### src/rtl/pwm_timer_pkg.sv
package pwm_timer_pkg;

  typedef enum logic [2:0] {
    K_NORMAL,
    K_CTC,
    K_FAST,
    K_PHASE,
    K_HOLD
  } kind_e;

  typedef struct packed {
    kind_e kind;
    logic  top_a;
  } mode_cfg_t;

  function automatic mode_cfg_t decode_mode(input logic [2:0] m);
    mode_cfg_t c;
    c.kind  = K_HOLD;
    c.top_a = 1'b0;
    case (m)
      3'd0: c.kind = K_NORMAL;
      3'd1: c.kind = K_PHASE;
      3'd2: begin c.kind = K_CTC;   c.top_a = 1'b1; end
      3'd3: c.kind = K_FAST;
      3'd5: begin c.kind = K_PHASE; c.top_a = 1'b1; end
      3'd7: begin c.kind = K_FAST;  c.top_a = 1'b1; end
      default: c.kind = K_HOLD;
    endcase
    return c;
  endfunction

  function automatic logic is_immediate(input kind_e k);
    return (k == K_NORMAL) || (k == K_CTC) || (k == K_HOLD);
  endfunction

endpackage

### src/rtl/pwm_ocr_buf.sv
module pwm_ocr_buf #(
  parameter int unsigned W = 8
) (
  input  logic         clk_i,
  input  logic         rst_ni,
  input  logic         we_i,
  input  logic [W-1:0] wdata_i,
  input  logic         imm_i,
  input  logic         load_i,
  output logic [W-1:0] act_o
);

  logic [W-1:0] hold_q, act_q;

  always_ff @(posedge clk_i or negedge rst_ni) begin
    if (!rst_ni) begin
      hold_q <= '0;
      act_q  <= '0;
    end else begin
      if (we_i) hold_q <= wdata_i;
      if (imm_i)       act_q <= we_i ? wdata_i : hold_q;
      else if (load_i) act_q <= hold_q;
    end
  end

  assign act_o = act_q;

endmodule

### src/rtl/pwm_cnt_unit.sv
module pwm_cnt_unit
  import pwm_timer_pkg::*;
#(
  parameter int unsigned W = 8
) (
  input  logic         clk_i,
  input  logic         rst_ni,
  input  logic         tick_i,
  input  kind_e        kind_i,
  input  logic [W-1:0] top_i,
  output logic [W-1:0] cnt_o,
  output logic         dn_o,
  output logic         step_dn_o,
  output logic         hit_top_o,
  output logic         ovf_evt_o,
  output logic         upd_evt_o
);

  localparam logic [W-1:0] MAX_V = '1;
  localparam logic [W-1:0] BOT_V = '0;
  localparam logic [W-1:0] ONE_V = {{(W-1){1'b0}}, 1'b1};

  logic [W-1:0] cnt_q, cnt_d;
  logic         dn_q, dn_d, step_dn;
  logic         hit_top;

  assign hit_top = (cnt_q == top_i);

  always_comb begin
    cnt_d   = cnt_q;
    dn_d    = 1'b0;
    step_dn = 1'b0;
    case (kind_i)
      K_NORMAL: cnt_d = cnt_q + ONE_V;
      K_CTC, K_FAST: cnt_d = hit_top ? BOT_V : cnt_q + ONE_V;
      K_PHASE: begin
        // reverse at TOP going up, at BOTTOM going down
        step_dn = dn_q ? (cnt_q != BOT_V) : hit_top;
        dn_d    = step_dn;
        if (step_dn) cnt_d = (cnt_q == BOT_V) ? BOT_V : cnt_q - ONE_V;
        else         cnt_d = cnt_q + ONE_V;
      end
      default: begin
        cnt_d = cnt_q;
        dn_d  = dn_q;
      end
    endcase
  end

  always_ff @(posedge clk_i or negedge rst_ni) begin
    if (!rst_ni) begin
      cnt_q <= '0;
      dn_q  <= 1'b0;
    end else if (tick_i) begin
      cnt_q <= cnt_d;
      dn_q  <= dn_d;
    end
  end

  always_comb begin
    ovf_evt_o = 1'b0;
    upd_evt_o = 1'b0;
    case (kind_i)
      K_NORMAL, K_CTC: ovf_evt_o = tick_i && (cnt_q == MAX_V);
      K_FAST: begin
        ovf_evt_o = tick_i && hit_top;
        upd_evt_o = tick_i && hit_top;
      end
      K_PHASE: begin
        ovf_evt_o = tick_i && dn_q && (cnt_q == BOT_V);
        upd_evt_o = tick_i && hit_top && !dn_q;
      end
      default: ;
    endcase
  end

  assign cnt_o     = cnt_q;
  assign dn_o      = dn_q;
  assign step_dn_o = step_dn;
  assign hit_top_o = hit_top;

endmodule

### src/rtl/pwm_wave_gen.sv
module pwm_wave_gen
  import pwm_timer_pkg::*;
#(
  parameter int unsigned W = 8
) (
  input  logic         clk_i,
  input  logic         rst_ni,
  input  logic         tick_i,
  input  kind_e        kind_i,
  input  logic [1:0]   com_i,
  input  logic [W-1:0] cnt_i,
  input  logic [W-1:0] ocrb_i,
  input  logic [W-1:0] top_i,
  input  logic         step_dn_i,
  input  logic         hit_top_i,
  input  logic         port_i,
  output logic         oc_o,
  output logic         match_o
);

  logic oc_q, oc_d, port_q, match, linked;

  assign match = tick_i && (cnt_i == ocrb_i) && (kind_i != K_HOLD);

  always_comb begin
    case (kind_i)
      K_NORMAL, K_CTC: linked = (com_i != 2'b00);
      K_FAST, K_PHASE: linked = com_i[1];
      default:         linked = 1'b0;
    endcase
  end

  always_comb begin
    oc_d = oc_q;
    case (kind_i)
      K_NORMAL, K_CTC: begin
        if (match) begin
          case (com_i)
            2'b01:   oc_d = !oc_q;
            2'b10:   oc_d = 1'b0;
            2'b11:   oc_d = 1'b1;
            default: oc_d = oc_q;
          endcase
        end
      end
      K_FAST: begin
        if (com_i[1]) begin
          if (tick_i && hit_top_i) oc_d = !com_i[0];
          else if (match)          oc_d = com_i[0];
        end
      end
      K_PHASE: begin
        if (com_i[1]) begin
          if (ocrb_i == top_i) begin
            // match ignored; action forced at TOP
            if (tick_i && hit_top_i && step_dn_i) oc_d = !com_i[0];
          end else if (match) begin
            oc_d = step_dn_i ? !com_i[0] : com_i[0];
          end
        end
      end
      default: oc_d = oc_q;
    endcase
  end

  always_ff @(posedge clk_i or negedge rst_ni) begin
    if (!rst_ni) begin
      oc_q   <= 1'b0;
      port_q <= 1'b0;
    end else begin
      oc_q   <= oc_d;
      port_q <= port_i;
    end
  end

  assign oc_o    = linked ? oc_q : port_q;
  assign match_o = match;

endmodule

### src/rtl/pwm_timer8.sv
module pwm_timer8
  import pwm_timer_pkg::*;
#(
  parameter int unsigned W = 8
) (
  input  logic         clk_i,
  input  logic         rst_ni,
  input  logic         tick_i,
  input  logic         mode_we_i,
  input  logic [2:0]   mode_i,
  input  logic         com_we_i,
  input  logic [1:0]   com_i,
  input  logic         ocra_we_i,
  input  logic [W-1:0] ocra_i,
  input  logic         ocrb_we_i,
  input  logic [W-1:0] ocrb_i,
  input  logic         port_i,
  output logic [W-1:0] cnt_o,
  output logic         oc_b_o,
  output logic         ovf_o,
  output logic         cmpb_o
);

  localparam int unsigned NCMP  = 2;
  localparam logic [W-1:0] MAX_V = '1;

  logic [2:0]   mode_q;
  logic [1:0]   com_q;
  mode_cfg_t    cfg;
  logic         imm;
  logic [W-1:0] top_val;
  logic         dn, step_dn, hit_top, ovf_evt, upd_evt, match;
  logic         ovf_q, cmpb_q;

  logic [NCMP-1:0]        cmp_we;
  logic [NCMP-1:0][W-1:0] cmp_wd;
  logic [NCMP-1:0][W-1:0] cmp_act;

  always_ff @(posedge clk_i or negedge rst_ni) begin
    if (!rst_ni) begin
      mode_q <= '0;
      com_q  <= '0;
      ovf_q  <= 1'b0;
      cmpb_q <= 1'b0;
    end else begin
      if (mode_we_i) mode_q <= mode_i;
      if (com_we_i)  com_q  <= com_i;
      ovf_q  <= ovf_evt;
      cmpb_q <= match;
    end
  end

  assign cfg     = decode_mode(mode_q);
  assign imm     = is_immediate(cfg.kind);
  assign top_val = cfg.top_a ? cmp_act[0] : MAX_V;

  assign cmp_we = {ocrb_we_i, ocra_we_i};
  assign cmp_wd = {ocrb_i, ocra_i};

  for (genvar g = 0; g < NCMP; g++) begin : g_cmp
    pwm_ocr_buf #(.W(W)) i_buf (
      .clk_i  (clk_i),
      .rst_ni (rst_ni),
      .we_i   (cmp_we[g]),
      .wdata_i(cmp_wd[g]),
      .imm_i  (imm),
      .load_i (upd_evt),
      .act_o  (cmp_act[g])
    );
  end

  pwm_cnt_unit #(.W(W)) i_cnt (
    .clk_i    (clk_i),
    .rst_ni   (rst_ni),
    .tick_i   (tick_i),
    .kind_i   (cfg.kind),
    .top_i    (top_val),
    .cnt_o    (cnt_o),
    .dn_o     (dn),
    .step_dn_o(step_dn),
    .hit_top_o(hit_top),
    .ovf_evt_o(ovf_evt),
    .upd_evt_o(upd_evt)
  );

  pwm_wave_gen #(.W(W)) i_wave (
    .clk_i    (clk_i),
    .rst_ni   (rst_ni),
    .tick_i   (tick_i),
    .kind_i   (cfg.kind),
    .com_i    (com_q),
    .cnt_i    (cnt_o),
    .ocrb_i   (cmp_act[1]),
    .top_i    (top_val),
    .step_dn_i(step_dn),
    .hit_top_i(hit_top),
    .port_i   (port_i),
    .oc_o     (oc_b_o),
    .match_o  (match)
  );

  assign ovf_o  = ovf_q;
  assign cmpb_o = cmpb_q;

endmodule

### config.mk
export PLATFORM = sky130hd
export DESIGN_NAME = pwm_timer8
export DESIGN_NICKNAME = d
export VERILOG_FILES = /design/src/rtl/pwm_timer_pkg.sv /design/src/rtl/pwm_ocr_buf.sv /design/src/rtl/pwm_cnt_unit.sv /design/src/rtl/pwm_wave_gen.sv /design/src/rtl/pwm_timer8.sv
export SDC_FILE = /design/constraint.sdc
export NUM_CORES = 1
export LEC_CHECK = 0
export ABC_AREA = 1
export ABC_CLOCK_PERIOD_IN_PS = 4900
export BUFFER_PORTS_ARGS = -buffer_cell sky130_fd_sc_hd__clkbuf_2
export CAP_MARGIN = 20
export CORE_UTILIZATION = 65
export CTS_BUF_LIST = sky130_fd_sc_hd__clkbuf_4 sky130_fd_sc_hd__clkbuf_8
export DETAILED_ROUTE_END_ITERATION = 10
export PLACE_DENSITY_LB_ADDON = 0.2
export REMOVE_ABC_BUFFERS = 1
export SLEW_MARGIN = 20
export SYNTH_ARGS = -nofsm -noshare
export SYNTH_HDL_FRONTEND = slang
export SYNTH_SLANG_ARGS = --single-unit
### constraint.sdc
create_clock -name clk_i -period 4.9 [get_ports clk_i]
set_input_delay 0.245 -clock clk_i [delete_from_list [all_inputs] [get_ports clk_i]]
set_output_delay 0.245 -clock clk_i [all_outputs]
set_load 0.005 [all_outputs]
# [Word level (Yosys, flattened, before mapping)]
# Cells that the tools add are included.
[totals] ff_bits=50 inputBits=29 out_inout_bits=11 elab_cells=101
[classes] addsub=2 n_eq_ne=24 n_mux=31 reduce_logical=32
[op_table] cell="$mux 8" n=10
[op_table] cell="$eq 8x8->1" n=3
[op_table] cell="$pmux 8 s3" n=1
[op_table] cell="$mux 1" n=13
[op_table] cell="$eq 3x2->1 const B" n=4
[op_table] cell="$pmux 3 s4" n=1
[op_table] cell="$reduce_or 2->1" n=5
[op_table] cell="$eq 3x3->1 const B" n=3
[op_table] cell="$pmux 1 s3" n=3
[op_table] cell="$add 8x1->8 const B" n=1
[op_table] cell="$eq 8x8->1 const B" n=1
[op_table] cell="$logic_and 1x1->1" n=8
[op_table] cell="$logic_not 8->1" n=1
[op_table] cell="$reduce_and 8->1" n=1
[op_table] cell="$reduce_bool 8->1" n=1
[op_table] cell="$sub 8x1->8 const B" n=1
[op_table] cell="$eq 3x1->1 const B" n=2
[op_table] cell="$logic_not 3->1" n=2
[op_table] cell="$ne 2x2->1 const B" n=3
[op_table] cell="$ne 3x2->1 const B" n=2
[op_table] cell="$ne 3x3->1 const B" n=2
[op_table] cell="$pmux 1 s2" n=3
[op_table] cell="$reduce_bool 2->1" n=3
[op_table] cell="$reduce_bool 3->1" n=2
[op_table] cell="other kinds (7)" n=13

# [Depth between registers and ports, before layout]
[logic_depth] word_depth=12 mapped_depth=17 mapped_depth_nobuf=17

# [Cells and area by module]
# Synthesis repeated with hierarchy kept, for this count alone.
[hier_totals] hier_cells=554 area_unflattened_um2=3717.3
[modules_own_cells] mod="pwm_ocr_buf" instances=2 cells_each=110 area_per_inst_um2=824.5 seq_area_each_um2=400.4
[modules_own_cells] mod="pwm_cnt_unit" instances=1 cells_each=165 area_per_inst_um2=1091.0 seq_area_each_um2=225.2
[modules_own_cells] mod="pwm_wave_gen" instances=1 cells_each=124 area_per_inst_um2=634.4 seq_area_each_um2=50.0
[modules_own_cells] mod="pwm_timer8" instances=1 cells_each=45 area_per_inst_um2=342.8 seq_area_each_um2=175.2

# [Least setup slack after synthesis]
# OpenSTA, ideal clock, no wires.
[synth_timing] kind="register -> register" start="register i_cnt.cnt_q[0], in the netlist i_cnt.cnt_o[0]" end="register i_cnt.cnt_q[5], in the netlist i_cnt.cnt_o[5]" setup_ps=119 arrival_time_ps=1882 t_required_ps=4781 path_slack_ps=2899 stages_incl_launch_ff=12 n_path_buf=0 period_less_slack_ps=2001 cell_sequence="dfrtp_1 -> inv_1 -> ha_1 -> nand4_1 -> nand3b_1 -> nor2_1 -> inv_1 -> nand2_4 -> nor2_8 -> nand3_1 -> nand2_1 -> o21a_1"
[synth_between] elab_chain_len=4 word_cells_on_any_way=10 classes_between="add/sub: 2; eq/ne: 1; mux: 5; reduce/logical: 2"
[synth_rtl] element="start, declared" line="pwm_cnt_unit.sv:23" source="logic [W-1:0] cnt_q, cnt_d;"
[synth_rtl] element="start signal, assigned" line="pwm_cnt_unit.sv:55" source="cnt_q <= cnt_d;"
[synth_rtl] element="$sub 8x1->8 (tied with other cells)" line="pwm_cnt_unit.sv:40" source="if (step_dn) cnt_d = (cnt_q == BOT_V) ? BOT_V : cnt_q - ONE_V;"
[synth_rtl] element="$mux 8 / $mux 1 (equally long branches)" line="pwm_cnt_unit.sv:40, pwm_cnt_unit.sv:38"
[synth_rtl] element="$mux 8" line="pwm_cnt_unit.sv:40"
[synth_rtl] element="$pmux 8 s3 *" line="pwm_cnt_unit.sv:33" source="case (kind_i)"
# Mark *: on every way between the ends. The rest lies on a longest branch, timed or not.
# A chain may end at the register's enable or synchronous reset.

# [Worst setup path after layout]
[layout_timing] start="register mode_q[0]" end="register g_cmp[1].i_buf.act_q[4]"
[layout_between] elab_chain_len=9 word_cells_on_any_way=25 classes_between="eq/ne: 10; mux: 5; reduce/logical: 10"
[layout_rtl] element="start, declared" line="pwm_timer8.sv:27" source="logic [2:0] mode_q;"
[layout_rtl] element="start signal, assigned" line="pwm_timer8.sv:46" source="if (mode_we_i) mode_q <= mode_i;"
[layout_rtl] element="$eq 3x3->1 / $eq 3x2->1 (equally long branches)" line="pwm_timer_pkg.sv:20" source="case (m)"
[layout_rtl] element="$reduce_or 3->1 (no line)"
[layout_rtl] element="$mux 1" line="pwm_timer_pkg.sv:20"
[layout_rtl] element="$mux 8" line="pwm_timer8.sv:55" source="assign top_val = cfg.top_a ? cmp_act[0] : MAX_V;"
[layout_rtl] element="$eq 8x8->1" line="pwm_cnt_unit.sv:27" source="assign hit_top = (cnt_q == top_i);"
[layout_rtl] element="$logic_and 1x1->1" line="pwm_cnt_unit.sv:67, pwm_cnt_unit.sv:71"
[layout_rtl] element="$logic_and 1x1->1" line="pwm_cnt_unit.sv:71" source="upd_evt_o = tick_i && hit_top && !dn_q;"
[layout_rtl] element="$pmux 1 s2" line="pwm_cnt_unit.sv:63" source="case (kind_i)"
[layout_rtl] element="$reduce_bool 2->1 (no line)"
[layout_rtl] element="end signal, assigned" line="pwm_ocr_buf.sv:21" source="if (imm_i) act_q <= we_i ? wdata_i : hold_q;"
[layout_rtl] element="end signal, assigned" line="pwm_ocr_buf.sv:22" source="else if (load_i) act_q <= hold_q;"
[layout_rtl] element="end, declared" line="pwm_ocr_buf.sv:13" source="logic [W-1:0] hold_q, act_q;"
# Parallel ways exist; a longest one is shown, timed or not.

==> run summary <==
status: finished clean
VDD IR max: 0.000249 V
Final setup viols: 0
1st-pass router iterations: 5
WL per Instance: 14.8 microns
Vias/cell: 5.72
die area: 0.00533 sq mm
WHS: 0.0288 ns
Starting Density: 0.684
post-CTS setup buffers: 0
CP Launch Type: flip-flop
Final min period: 3.32 ns
core area: 0.00479 sq mm
first-iteration detailed-routing DRC count: 247
largest net degree at the start of global routing: 51
crit path kind: reg2reg
mux share of post-synthesis cell area: 0.0584
DRC viols: 0
number of buffers added on ports: 39
post-synth top area share: 0.382
CTS Root Buffer Type: clkbuf_8
Fill cells: 367
vias in the first global route: 2,634
CTS clk-pin slew, worst paths: 0.10 ns
register area share after synthesis: 0.382
worst-skew pair later-pin latency: 0.31 ns
Synth Area in Compound Gates: 0.102
# hold bufs at CTS: 0
Core Util, Final: 0.746
Cell Count, Final, Fillers Out: 490
Final #Nets: 456
cell taking the most area after synthesis: dfrtp_1
gpl congestion: 0.980
worst-margin pin slew: 1.03 ns
Antenna Violating Nets Remaining: 0
Post-DP HPWL: 5.38 mm
Worst Skew: 0.00773 ns
largest family of logic cells by synthesized area: simple AND/OR/NAND/NOR gates
Leak: 0.00171 uW
Critical Path RT: 5.12 ns
Final Max Slew Viols: 0
share of cells above drive strength 1: 0.253
area grow syn2layout: 9.05%
xor/xnor share of the synthesized area: 0.0481
chip width: 73.0 microns
Syn. warnings: 0
design area: 0.00357 sq mm
register area: 0.00125 sq mm
setup TNS: 0 ns
Rows: 25
Synth cell types: 36
placed insts: 482
H-tree depth: 2
CTS Buffer Depth: 2
fin crit share: 0.677
synthesized cell area: 0.00328 sq mm
CTS Buf Count: 5
clock sink count: 50
global-route wire length before repair: 12.1 mm
multi-input logic area: 0.00177 sq mm
Synth Area in Simple Gates: 0.311
# diodes: 0
TritonCTS clock tree: built
Max Cap Violations: 0
Hold/Removal Path Class: in2async
final WL: 7.27 mm
Die Y: 73.0 microns
initial antenna violation count: 0
syn_area_per_cell: 8.40 sq um
largest cells by area after synthesis: dfrtp_1 (38%), nand2_1 (10%), mux2_2 (5.8%), nand3_1 (5.0%), inv_1 (4.1%)
Hold Fails Final Rpt: 0
Vias: 2,804
Worst setup EP type: flip-flop
IO Pins: 40
Post-DP Area: 0.00346 sq mm
Worst EP arrival: 3.54 ns
Pwr per Cell Area: 384 mW/mm^2
grt ovf: 0
Slew HR: 0.315
crit path max fanout: 24
Gate Count Post-Synth: 390
quantity of gates resized following cts: 0
unrepaired setup endpoints after global routing: false
Peak Freq: 301 MHz
Post-Synth Adder-Cell Area: 0.0191
number of synthesized register bits: 50
GRT Util Overall: 0.300
## logic make-up (layout without fill, tap and decap cells)
| family | after synthesis | in the layout |
|---|---|---|
| AND/OR/NAND/NOR | 202 | 202 |
| buffers and inverters | 55 | 88 |
| flip-flops | 50 | 50 |
| AO/OA/AOI/OAI | 43 | 43 |
| XOR/XNOR | 18 | 18 |
| multiplexers | 17 | 17 |
| adder cells (fa/ha/maj) | 5 | 5 |
## synthesized netlist by cell type (all sizes together)
cell	number
nand2	97
o21a	2
xnor2	5
nor3	3
nand3b	3
clkbuf	6
dfrtp	50
xor2	13
o41ai	1
buf	10
a21oi	8
nor2	40
o211ai	16
ha	5
mux2	17
nand4	15
nand3	44
inv	39
o21ai	16
## flip-flops by register name (all words and copies together) (netlist names)
register and flops:
i_cnt.dn_o 1, ovf_o 1, mode_q 3, com_q 2, i_wave.port_q 1, g_cmp.i_buf.hold_q 16, i_cnt.cnt_o 8, g_cmp.i_buf.act_o 16
cmpb_o 1, i_wave.oc_q 1
## metrics by stage
stage | worst slack (ns) | power (uW)
global placement | 1.90 | 1050
floorplan | 2.26 | 914
finish | 1.58 | 1370
detailed placement | 1.70 | 1070
CTS | 1.65 | 1370
global route | 1.38 | 1460
## final timing paths
| path | end | cells past startpoint | startpoint | slack [ns] |
|---|---|---|---|---|
| worst max-delay path | g_cmp[1].i_buf.act_o[4] | 14 | mode_q[0] | 1.58 |
| worst min register to register | i_cnt.dn_o | 2 | i_cnt.dn_o | 0.50 |
| max in group asynchronous | i_wave.port_q | 2 | rst_ni | 4.46 |
| min in group clk_i | i_wave.port_q | 1 | port_i | 0.04 |
| worst max register to register | g_cmp[1].i_buf.act_o[4] | 14 | mode_q[0] | 1.58 |
| worst min-delay path | i_cnt.cnt_o[5] | 2 | rst_ni | 0.03 |
## cells in the final DEF, fill, tap and decap left out, drive strengths merged
master,synthesis,layout
nand2,97,97
dfrtp,50,50
clkbuf,6,44
nand3,44,44
inv,39,40
nor2,40,40
mux2,17,17
o21ai,16,16
o211ai,16,16
nand4,15,15
xor2,13,13
a21oi,8,8
xnor2,5,5
ha,5,5
nand3b,3,3
nor3,3,3
o21a,2,2
buf,10,2
o41ai,1,1
bufinv,0,1
clkinv,0,1
## final cells by class
type | count | area share
multi-input cells | 285 | 0.494
flip-flops and latches | 50 | 0.350
repair buffers | 41 | 0.0588
inverters | 39 | 0.0417
well taps | 67 | 0.0235
clock buffers | 5 | 0.0193
clock inverters | 3 | 0.0123
## per-layer routing
metal	track usage	wire length, microns	vias to the layer above
met5	0	0	-
met4	0.105	89	0
met3	0.0442	534	10
met2	0.497	3490	131
met1	0.403	3160	1308
li1	-	-	1355
## worst max-delay path: stages, from the launching register on
cell	delay (ns)
dfrtp_1	1.03
inv_2	0.41
nand2_1	0.21
nand2_2	0.20
nand3_1	0.20
nand2_1	0.09
nand2_1	0.08
nand2_1	0.09
nor2_4	0.15
nand2_4	0.10
nor2_4	0.12
o21ai_4	0.09
inv_4	0.20
nand3_1	0.11
o211ai_1	0.15
## where the power goes
part	total (uW)	switching [uW]	internal (uW)	leakage, uW
clock	296	143	153	0.0000585
sequential	585	106	478	0.000593
combinational	491	298	194	0.00106
total	1370	547	825	0.00171
No activity file was read; power rests on OpenSTA's default activity.
